===== config.mk =====
export PLATFORM = sky130hd
export DESIGN_NAME = pwroff_ack_agg
export DESIGN_NICKNAME = d
export VERILOG_FILES = /design/src/rtl/pwroff_pkg.sv /design/src/rtl/pwroff_ack_timer.sv /design/src/rtl/pwroff_ack_tracker.sv /design/src/rtl/pwroff_pkt_hold.sv /design/src/rtl/pwroff_ack_agg.sv
export SDC_FILE = /design/constraint.sdc
export NUM_CORES = 1
export LEC_CHECK = 0
export ABC_AREA = 1
export BUFFER_PORTS_ARGS = -buffer_cell sky130_fd_sc_hd__buf_2
export CAP_MARGIN = 20
export CORE_ASPECT_RATIO = 0.5
export CORE_UTILIZATION = 35
export CTS_CLUSTER_SIZE = 8
export DETAILED_ROUTE_END_ITERATION = 16
export PLACE_DENSITY = 0.48
export SLEW_MARGIN = 20
export SYNTH_ARGS = -nofsm -noshare
export SYNTH_HDL_FRONTEND = slang
export SYNTH_SLANG_ARGS = --single-unit

===== constraint.sdc =====
create_clock -name clk -period 4.1 [get_ports clk]
set_input_delay 0.205 -clock clk [delete_from_list [all_inputs] [get_ports clk]]
set_output_delay 0.205 -clock clk [all_outputs]
set_load 0.02 [all_outputs]

===== src/rtl/pwroff_pkg.sv =====
package pwroff_pkg;
   typedef enum logic [2:0] {
      AGG_IDLE = 3'd0,
      AGG_WAIT = 3'd1,
      AGG_ABND = 3'd2,
      AGG_RETR = 3'd3,
      AGG_DONE = 3'd4
   } agg_state_e;
endpackage


===== src/rtl/pwroff_ack_timer.sv =====
module pwroff_ack_timer #(
   parameter int TMR_W = 16
) (
   input  logic             clk,
   input  logic             rst_n,
   input  logic             load_i,
   input  logic [TMR_W-1:0] tmo_val_i,
   input  logic             ack_i,
   input  logic             pending_i,
   output logic             expire_o
);
   localparam logic [TMR_W-1:0] ONE = TMR_W'(1);

   logic [TMR_W-1:0] cnt_q;

   assign expire_o = pending_i && !ack_i && (cnt_q == ONE);

   always_ff @(posedge clk) begin
      if (!rst_n)                      cnt_q <= '0;
      else if (load_i)                 cnt_q <= tmo_val_i;
      else if (ack_i || expire_o)      cnt_q <= '0;
      else if (pending_i && cnt_q > ONE) cnt_q <= cnt_q - ONE;
   end

   AST_TMR_NEVER_UP: assert property (@(posedge clk) disable iff (!rst_n)
      !load_i |=> (cnt_q <= $past(cnt_q)));
endmodule


===== src/rtl/pwroff_ack_tracker.sv =====
module pwroff_ack_tracker #(
   parameter int NUM_DN = 4,
   parameter int TMR_W  = 16,
   parameter bit TMO_EN = 1'b1
) (
   input  logic              clk,
   input  logic              rst_n,
   input  logic              start_i,
   input  logic [NUM_DN-1:0] active_i,
   input  logic              waiting_i,
   input  logic [NUM_DN-1:0] ack_i,
   input  logic [TMR_W-1:0]  tmo_val_i,
   output logic              all_acked_o,
   output logic [NUM_DN-1:0] l2l3_req_o
);
   logic [NUM_DN-1:0] ackd_q;
   logic [NUM_DN-1:0] expire;
   logic [NUM_DN-1:0] ack_live;
   logic [NUM_DN-1:0] pending;

   assign ack_live = ack_i & {NUM_DN{waiting_i}};
   assign pending  = ~ackd_q & {NUM_DN{waiting_i}};

   for (genvar i = 0; i < NUM_DN; i++) begin : g_port
      if (TMO_EN) begin : g_tmr
         pwroff_ack_timer #(.TMR_W(TMR_W)) u_tmr (
            .clk       (clk),
            .rst_n     (rst_n),
            .load_i    (start_i),
            .tmo_val_i (tmo_val_i),
            .ack_i     (ack_live[i]),
            .pending_i (pending[i]),
            .expire_o  (expire[i])
         );
      end else begin : g_notmr
         assign expire[i] = 1'b0;
      end
   end

   always_ff @(posedge clk) begin
      if (!rst_n) begin
         ackd_q     <= '0;
         l2l3_req_o <= '0;
      end else if (start_i) begin
         ackd_q     <= ~active_i;
         l2l3_req_o <= '0;
      end else begin
         ackd_q     <= ackd_q | ack_live | expire;
         l2l3_req_o <= expire;
      end
   end

   assign all_acked_o = &ackd_q;

   AST_ACK_STICKY: assert property (@(posedge clk) disable iff (!rst_n)
      !start_i |=> ((ackd_q & $past(ackd_q)) == $past(ackd_q)));
   AST_TMO_IS_ACK: assert property (@(posedge clk) disable iff (!rst_n)
      ((l2l3_req_o & ~ackd_q) == '0));
endmodule


===== src/rtl/pwroff_pkt_hold.sv =====
module pwroff_pkt_hold #(
   parameter int IDX_W = 2
) (
   input  logic             clk,
   input  logic             rst_n,
   input  logic             load_i,
   input  logic [IDX_W-1:0] dest_i,
   input  logic             take_i,
   output logic             valid_o,
   output logic [IDX_W-1:0] dest_o
);
   always_ff @(posedge clk) begin
      if (!rst_n) begin
         valid_o <= 1'b0;
         dest_o  <= '0;
      end else if (load_i) begin
         valid_o <= 1'b1;
         dest_o  <= dest_i;
      end else if (take_i) begin
         valid_o <= 1'b0;
      end
   end

   AST_HOLD_NO_OVERWRITE: assert property (@(posedge clk) disable iff (!rst_n)
      load_i |-> !valid_o);
   AST_HOLD_TAKE_FULL: assert property (@(posedge clk) disable iff (!rst_n)
      take_i |-> valid_o);
endmodule


===== src/rtl/pwroff_ack_agg.sv =====
module pwroff_ack_agg
   import pwroff_pkg::*;
#(
   parameter int NUM_DN = 4,
   parameter int TMR_W  = 16,
   parameter bit TMO_EN = 1'b1,
   localparam int IDX_W = (NUM_DN > 1) ? $clog2(NUM_DN) : 1
) (
   input  logic              clk,
   input  logic              rst_n,
   input  logic              up_turnoff_i,
   input  logic              up_pkt_valid_i,
   input  logic              up_pkt_to_sw_i,
   input  logic [IDX_W-1:0]  up_pkt_dest_i,
   input  logic [NUM_DN-1:0] dn_active_i,
   input  logic [NUM_DN-1:0] dn_ack_i,
   input  logic [NUM_DN-1:0] dn_link_l0_i,
   input  logic [TMR_W-1:0]  ack_tmo_val_i,
   input  logic              d0_uninit_i,
   output logic [NUM_DN-1:0] dn_turnoff_o,
   output logic [NUM_DN-1:0] dn_l2l3_req_o,
   output logic [NUM_DN-1:0] dn_retrain_o,
   output logic              up_ack_o,
   output logic              up_l2l3_req_o,
   output logic              pme_block_o,
   output logic              local_pkt_o,
   output logic              fwd_valid_o,
   output logic [IDX_W-1:0]  fwd_dest_o,
   output logic              pkt_drop_o
);
   if (NUM_DN < 2)  begin : g_chk_ports $error("NUM_DN must be at least 2"); end
   if (TMR_W < 2)   begin : g_chk_tmr   $error("TMR_W must be at least 2"); end

   agg_state_e       state_q;
   logic             start, waiting, abandon, all_acked;
   logic             buf_valid, buf_load, take, dest_l0;
   logic [IDX_W-1:0] buf_dest;

   assign start   = (state_q == AGG_IDLE) && up_turnoff_i;
   assign waiting = (state_q == AGG_WAIT) || (state_q == AGG_ABND);
   assign abandon = (state_q == AGG_WAIT) && up_pkt_valid_i;
   assign buf_load = abandon && !up_pkt_to_sw_i;

   always_comb begin
      dest_l0 = 1'b0;
      for (int i = 0; i < NUM_DN; i++)
         if (buf_dest == IDX_W'(i)) dest_l0 = dn_link_l0_i[i];
   end

   assign take = (state_q == AGG_RETR) && buf_valid && dest_l0;

   pwroff_ack_tracker #(.NUM_DN(NUM_DN), .TMR_W(TMR_W), .TMO_EN(TMO_EN)) u_track (
      .clk         (clk),
      .rst_n       (rst_n),
      .start_i     (start),
      .active_i    (dn_active_i),
      .waiting_i   (waiting),
      .ack_i       (dn_ack_i),
      .tmo_val_i   (ack_tmo_val_i),
      .all_acked_o (all_acked),
      .l2l3_req_o  (dn_l2l3_req_o)
   );

   pwroff_pkt_hold #(.IDX_W(IDX_W)) u_hold (
      .clk     (clk),
      .rst_n   (rst_n),
      .load_i  (buf_load),
      .dest_i  (up_pkt_dest_i),
      .take_i  (take),
      .valid_o (buf_valid),
      .dest_o  (buf_dest)
   );

   always_ff @(posedge clk) begin
      if (!rst_n) begin
         state_q       <= AGG_IDLE;
         dn_turnoff_o  <= '0;
         dn_retrain_o  <= '0;
         up_ack_o      <= 1'b0;
         up_l2l3_req_o <= 1'b0;
         pme_block_o   <= 1'b0;
         local_pkt_o   <= 1'b0;
         fwd_valid_o   <= 1'b0;
         fwd_dest_o    <= '0;
         pkt_drop_o    <= 1'b0;
      end else begin
         dn_turnoff_o  <= '0;
         dn_retrain_o  <= '0;
         up_ack_o      <= 1'b0;
         up_l2l3_req_o <= 1'b0;
         local_pkt_o   <= 1'b0;
         fwd_valid_o   <= 1'b0;
         pkt_drop_o    <= 1'b0;

         if (start)            pme_block_o <= 1'b1;
         else if (d0_uninit_i) pme_block_o <= 1'b0;

         unique case (state_q)
            AGG_IDLE: begin
               if (up_turnoff_i) begin
                  dn_turnoff_o <= dn_active_i;
                  state_q      <= AGG_WAIT;
               end
            end
            AGG_WAIT: begin
               if (up_pkt_valid_i) begin
                  local_pkt_o <= up_pkt_to_sw_i;
                  state_q     <= AGG_ABND;
               end else if (all_acked) begin
                  up_ack_o      <= 1'b1;
                  up_l2l3_req_o <= 1'b1;
                  state_q       <= AGG_DONE;
               end
            end
            AGG_ABND: begin
               if (all_acked) begin
                  dn_retrain_o <= '1;
                  state_q      <= AGG_RETR;
               end
            end
            AGG_RETR: begin
               if (!buf_valid) begin
                  state_q <= AGG_IDLE;
               end else if (dest_l0) begin
                  fwd_valid_o <= 1'b1;
                  fwd_dest_o  <= buf_dest;
                  state_q     <= AGG_IDLE;
               end
            end
            AGG_DONE: begin
               pkt_drop_o <= up_pkt_valid_i;
               if (d0_uninit_i) state_q <= AGG_IDLE;
            end
            default: state_q <= AGG_IDLE;
         endcase
      end
   end

   AST_TURNOFF_ACTIVE_ONLY: assert property (@(posedge clk) disable iff (!rst_n)
      ((dn_turnoff_o & ~$past(dn_active_i)) == '0));
   AST_PME_BLOCK_SRC: assert property (@(posedge clk) disable iff (!rst_n)
      $rose(pme_block_o) |-> $past(up_turnoff_i));
   AST_UP_ACK_FULL: assert property (@(posedge clk) disable iff (!rst_n)
      up_ack_o |-> $past(all_acked));
   AST_UP_ACK_PULSE: assert property (@(posedge clk) disable iff (!rst_n)
      up_ack_o |=> !up_ack_o);
   AST_RETRAIN_FULL: assert property (@(posedge clk) disable iff (!rst_n)
      (|dn_retrain_o) |-> $past(all_acked));
   AST_FWD_IN_L0: assert property (@(posedge clk) disable iff (!rst_n)
      fwd_valid_o |-> $past(dest_l0));
   AST_NO_ACK_AFTER_ABND: assert property (@(posedge clk) disable iff (!rst_n)
      (state_q == AGG_ABND) |-> !up_ack_o);
endmodule


==> out/results.ini, run 1 <==
[worst_setup_path]
cp-start-kind = flip-flop
path_cells = inv_1 > nand3_2 > nand2_4 > nand3_1 > nor2_1 > nor2_2 > buf_4 > nand2_2 > inv_2 > nor2_1 > nor2_1
reg2reg_depth = 11
crit_path_end_kind = flip-flop
cp_slowest_cell = nor2_2
crit_arrival_ns = 2.68
path_class = reg -> reg
required_ns = 4.39
crit-reg2reg-launch = state_q[2]
r2r-end = u_track.g_port[3].g_tmr.u_tmr.cnt_q[0]
rrSetupSlack_ns = 1.71
crit_fanout = 17
critPathMaxStageDelay_ns = 0.52
crit_top_cell = nor2_1

[die]
num_rows = 33
fp.coreArea_mm2 = 0.0166
io_pins = 56
dieHeight_um = 94.7
initial_core_util = 0.362
dieArea_mm2 = 0.0177
die_w_um = 187

[cts]
numCtsBuffers = 9
post-cts-setup-buffers = 0
cts_root_buf = clkbuf_16
clock-sinks = 90
clk_pin_slew_ns = 0.07
cts_tree = done
insertion_delay_ns = 0.35
cts_buffer_depth = 2
ctsResizeCount = 0
htreeDepth = 3
ctsHoldBuffers = 0

[timing]
finalSetupViolations = 0
rsz0062_at_grt = no
timing.final.ws_setup_ns = 1.71
clock_skew_ns = 0.00761
period_minus_slack_ns = 2.39
timing.final.max_slew_violations = 0
min_period_over_period = 0.583
worstMarginPinSlew_ns = 0.804
finalSetupTns_ns = 0
worst_hold_slack_ns = 0.0551
relSlewSlack = 0.464
timing.fmax_ghz = 0.418
finalHoldViolations = 0

[global_route]
antenna_found_initial = 0
grt_max_degree = 64
grt_use_total = 0.226
grt_pass1_vias = 5648
grt_pass1_wl_um = 30600
grt_overflow = 0

[hold_path]
worstHoldStart = dn_ack_i[0]
hold_path.class = in -> reg
hold_end = u_track.l2l3_req_o[0]
hold_path_depth = 2

[drt]
ant_nets = 0
vias = 6057
drt_iter0_markers = 464
highest_layer = met4
drt-met1-wl_um = 9660
drc_errors = 0
dr_wl_met3_um = 983
detail_route.wl_per_cell_um = 14.6
met2_length_um = 7960
firstDrtPassIters = 5
wl_um = 18800
via_per_inst = 4.71

[final_layout]
antenna_cells = 0
syn2layout_area_growth_pct = 11.5
multi_input_area_mm2 = 0.00361
layout.nets = 1099
stdcell_area_mm2 = 0.00670
drive_gt1_frac = 0.0953
regArea_mm2 = 0.00180
fill_cells = 1875
fin_util = 0.404

[synthesis]
ys_ff_latch = 90
async_reset_ff_frac = 0
postSynthAreaPerCell_um2 = 5.91
yosys_warnings = 0
synth_nets = 1062
synth_ff_type = dfxtp_1
yosysSeqAreaShare = 0.300
syn-cell-area_mm2 = 0.00601
synth_edf_count = 0
synth.distinct_cells = 30
synthCells = 1018

[power_and_ir_drop]
powerDensity_mw_per_mm2 = 908
ir_worst_vdd_mv = 0.275
leakage_nw = 3.52

[run_status]
status = finished, final reports clean

[placement]
dpl-instance-area_mm2 = 0.00636
dp_hpwl_um = 13400
place_ws_ns = 1.72
port_buffers = 55
gp_congestion = 0.848

[run]
cap_violations = 0

==> metal layers <==
metal  global-route usage  up-vias
met5                    0        -
met4               0.0535        0
met3               0.0386       10
met2                0.361      146
met1                0.316     2697
li1                     -     3204
==> cells in the mapped netlist (6+ instances only) <==
cell      instances  area share
xor2_1           33       0.048
a21oi_1           9      0.0075
inv_1            90       0.056
nor2_1          248        0.15
o21ai_0           9      0.0075
nand3_1          84       0.070
buf_6            12       0.022
nand3b_1         22       0.027
dfxtp_1          90        0.30
nor3_1           11      0.0092
nand2_2           6      0.0062
ha_1              8       0.017
buf_4             7      0.0087
clkbuf_1          9      0.0056
nand2_1         333        0.21
nor2_2            9      0.0094
nand4_1           8      0.0083
==> worst max-delay path, delay by kind of cell, from the launching register on <==
kind | cells | cell delay, ns
buffers and inverters | 3 | 0.65
flip-flops | 1 | 0.43
AND/OR/NAND/NOR | 8 | 1.25
==> power by group <==
part | leakage (nW) | switching (mW) | internal, mW | total, mW
clock network | 0.159 | 0.384 | 0.599 | 0.984
registers | 0.743 | 0.254 | 1.15 | 1.41
logic | 2.62 | 2.51 | 1.19 | 3.70
==> logic make-up (layout without fill, tap and decap cells) <==
logic type / count (synthesis) / after routing / synth area share
and+or+nand+nor: 735 / 735 / 0.513
buffers and inverters: 128 / 170 / 0.100
DFF: 90 / 90 / 0.300
xor gates and xnor gates: 33 / 33 / 0.0481
AOI/OAI and AO/OA: 24 / 24 / 0.0227
adders and majority gates: 8 / 8 / 0.0166
==> cell type report <==
class                           instances  share of cell area
Multi-Input combinational cell        800               0.538
Sequential cell                        90               0.269
Inverter                               94              0.0526
Timing Repair Buffer                   60              0.0467
Tap cell                              227              0.0424
Clock buffer                           10              0.0342
Clock inverter                          6              0.0170
==> how the worst max path moves through the flow <==
stage | startpoint | slack, ns | to
detailed placement | state_q[2] | 1.72 | u_track.g_port[3].g_tmr.u_tmr.cnt_q[2]
global placement | state_q[2] | 1.74 | u_track.g_port[3].g_tmr.u_tmr.cnt_q[0]
finish | state_q[2] | 1.71 | u_track.g_port[3].g_tmr.u_tmr.cnt_q[0]
global route | state_q[1] | 1.43 | u_track.g_port[0].g_tmr.u_tmr.cnt_q[9]
CTS | state_q[2] | 1.71 | u_track.g_port[3].g_tmr.u_tmr.cnt_q[5]
floorplan | u_track.g_port[1].g_tmr.u_tmr.cnt_q[0] | 2.44 | u_track.g_port[1].g_tmr.u_tmr.cnt_q[15]
==> cells in the final DEF (no fill, tap or decap), types with 9 or more instances in the layout <==
cell | Yosys | layout
a21oi_1 | 9 | 9
xor2_1 | 33 | 33
inv_1 | 90 | 90
nor2_1 | 248 | 248
nand2_1 | 333 | 333
nand3b_1 | 22 | 22
nor3_1 | 11 | 11
clkbuf_16 | 0 | 9
o21ai_0 | 9 | 9
dfxtp_1 | 90 | 90
nor2_2 | 9 | 9
buf_2 | 5 | 55
nand3_1 | 84 | 84
==> flip-flops by register name, summed over array words and instances, names as in the netlist <==
name,cells
u_track.g_port.g_tmr.u_tmr.cnt_q,64
dn_turnoff_o,4
u_track.ackd_q,4
u_track.l2l3_req_o,4
state_q,3
fwd_dest_o,2
u_hold.dest_o,2
dn_retrain_o,1
fwd_valid_o,1
local_pkt_o,1
pkt_drop_o,1
pme_block_o,1
u_hold.valid_o,1
up_l2l3_req_o,1
==> through the flow <==
step | power, mW | std cells
after floorplan | 4.39 | 1018
after global placement | 5.08 | 1271
after detailed placement | 5.09 | 1271
after CTS | 6.11 | 1287
after global routing | 6.76 | 1287
final | 6.09 | 1287
Note: power is estimated with default switching activity, not from simulation.
==> inputs of run 2 (changes only) <==
- PLACE_DENSITY: 0.48 -> 0.5
- clock period: 4.1 -> 2.1 ns (I/O delays scaled with it)
==> run 2 against run 1 <==
  * First-iteration DRC count grew 3.9%
  * Register-to-register slack lost 1.6 ns
  * Routed wire length shrank 1.2%
  * Fmax grew 21%
  * Critical path depth shrank 4
  * Critical endpoint is now u_track.g_port[0].g_tmr.u_tmr.cnt_q[13]
  * Die area is the same
  * Flip-flop and latch count is the same
==> out/results.ini, run 2 (synthesis gave the netlist of run 1 again) <==
[run_status]
status = finished, final reports clean

[hold_path]
hold_path_depth = 3  ; +1
worstHoldStart = up_pkt_to_sw_i
hold_path.class = in -> reg

[global_route]
grt_use_met1 = 0.293  ; -0.0232
grt_pass1_vias = 5616  ; -0.57%
grt_use_total = 0.216  ; -0.00932
grt_max_degree = 54  ; -16%
grt.busiest_layer = met2
grt_pass1_wl_um = 29700  ; -2.9%
grt_use_met3 = 0.0353  ; -0.00334
grt_overflow = 0  ; unchanged
antenna_found_initial = 0  ; unchanged
grtUsageMet2 = 0.363  ; +0.00155

[placement]
post-place-cells = 1287  ; +1.3%
dp_hpwl_um = 13100  ; -1.9%
place_ws_ns = 0.0608  ; -1.66 ns
gp_congestion = 0.865  ; +2.0%
port_buffers = 55  ; unchanged

[drt]
via_per_inst = 4.74  ; +0.81%
detail_route.wl_per_cell_um = 14.2  ; -2.4%
drt_iter0_markers = 482  ; +3.9%
firstDrtPassIters = 5  ; unchanged
vias = 6187  ; +2.1%
ant_nets = 0  ; unchanged
drc_errors = 0  ; unchanged
wl_um = 18500  ; -1.2%

[die]
die_w_um = 187  ; unchanged
io_pins = 56  ; unchanged
initial_core_util = 0.362  ; unchanged
dieHeight_um = 94.7  ; unchanged
num_rows = 33  ; unchanged
dieArea_mm2 = 0.0177  ; unchanged
fp.coreArea_mm2 = 0.0166  ; unchanged

[worst_setup_path]
crit_arrival_ns = 2.23  ; -0.45 ns
reg2reg_depth = 7  ; -4
cp-endpoint = u_track.g_port[0].g_tmr.u_tmr.cnt_q[13]
cp-start-kind = flip-flop
r2r-end = u_track.g_port[0].g_tmr.u_tmr.cnt_q[13]
crit_fanout = 19  ; +2
path_class = reg -> reg
rrSetupSlack_ns = 0.12  ; -1.59 ns
crit_path_end_kind = flip-flop
crit-reg2reg-launch = state_q[2]
required_ns = 2.35  ; -2.04 ns
crit_start = state_q[2]

[timing]
timing.final.max_slew_violations = 0  ; unchanged
clock_skew_ns = 0.0129  ; +0.00526 ns
rsz0062_at_grt = yes
relSlewSlack = 0.599  ; +0.135
finalSetupViolations = 0  ; unchanged
period_minus_slack_ns = 1.98  ; -0.410 ns
timing.final.ws_setup_ns = 0.120  ; -1.59 ns
timing.fmax_ghz = 0.505  ; +21%
min_period_over_period = 0.943  ; +0.360
worstMarginPinSlew_ns = 0.599  ; -0.205 ns
finalHoldViolations = 0  ; unchanged

[final_layout]
drive_gt1_frac = 0.109  ; +0.0134
fill_cells = 1822  ; -2.8%
layout.nets = 1117  ; +1.6%
fin_util = 0.410  ; +0.00656
final_common_cell = nand2_1
largest_reg_flops = 64  ; unchanged
syn2layout_area_growth_pct = 13.3
top_register = u_track.g_port.g_tmr.u_tmr.cnt_q
mostFrequentLayoutCells = nand2_1 (332), nor2_1 (247), inv_1 (90), dfxtp_1 (90), nand3_1 (84)
finalNonFillerCells = 1304  ; +1.3%
antenna_cells = 0  ; unchanged

[power_and_ir_drop]
p_total_mw = 11.9  ; +96%
powerDensity_mw_per_mm2 = 1750  ; +93%
ir_worst_vdd_mv = 0.550  ; +100%
leakage_nw = 3.59  ; +2.1%

[cts]
htreeDepth = 3  ; unchanged
numCtsBuffers = 9  ; unchanged
cts_buffer_depth = 2  ; unchanged
post-cts-setup-buffers = 0  ; unchanged
cts_root_buf = clkbuf_16
insertion_delay_ns = 0.35  ; about the same
clock-sinks = 90  ; unchanged
clk_pin_slew_ns = 0.07  ; about the same
cts_tree = done

[run]
cap_violations = 0  ; unchanged

run 2: changes by cell type in the layout (fill, tap and decap cells not counted), sizes merged:
cell	previous run	this run
buf	60	76
clkbuf	10	12
clkinv	1	3
clkinvlp	2	0
bufinv	3	1
inv	94	93
dlygate4sd3	0	2
run 2: routing by layer:
metal / vias to the layer above / part of all wire
li1: 3241 / -
met5: - / 0
met3: 17 / 0.049
met2: 134 / 0.43
met1: 2795 / 0.51
met4: 0 / 0.013
run 2: worst min path at each step:
| stage | end | slack, ns |
|---|---|---|
| 6_report | local_pkt_o | 0.01 |
| 5_1_grt | local_pkt_o | 0.02 |
| 4_1_cts | local_pkt_o | 0.01 |
| 3_5_place_dp | u_track.l2l3_req_o[0] | 0.32 |
| 3_3_place_gp | u_track.l2l3_req_o[0] | 0.31 |
| 2_1_floorplan | u_track.l2l3_req_o[0] | 0.18 |
run 2: timing repair:
| item | 4_1_cts | 5_1_grt |
|---|---|---|
| hold buffers | 2 | 0 |
| hold endpoints to repair | 2 | 0 |
| endpoints found under the setup margin | 0 | 17 |
| resized for setup | 0 | 5 |
run 2: layout make-up:
class                      count  area, µm²  area share
tap                          227        284      0.0417
inverter                      94        355      0.0522
clock buffer                  12        246      0.0362
multi-input combinational    800       3620       0.531
timing repair buffer          78        465      0.0683
clock inverter                 3       40.0     0.00588
sequential                    90       1800       0.264
run 2: report_power, final:
part | internal, mW | leakage, nW | switching (mW)
Clock | 0.948 | 0.142 | 0.725
Sequential | 2.25 | 0.743 | 0.497
Combinational | 2.60 | 2.71 | 4.92
Total | 5.80 | 3.59 | 6.14
run 2: stage by stage:
stage          TNS [ns]  hold WS (ns)  area [µm²]
2_1_floorplan         0         0.182        6010
3_3_place_gp          0         0.314        6490
3_5_place_dp          0         0.318        6490
4_1_cts               0        0.0103        6800
5_1_grt         -0.0620        0.0171        6810
6_report              0        0.0136        6810
run 2: worst max-delay path: stages (launching register included):
cell      delay (ns)
dfxtp_1         0.44
nor2_4          0.08
nand3_2         0.07
clkinv_1        0.46
nand2_1         0.55
nand2_1         0.09
nor2_1          0.12
nor2_1          0.05
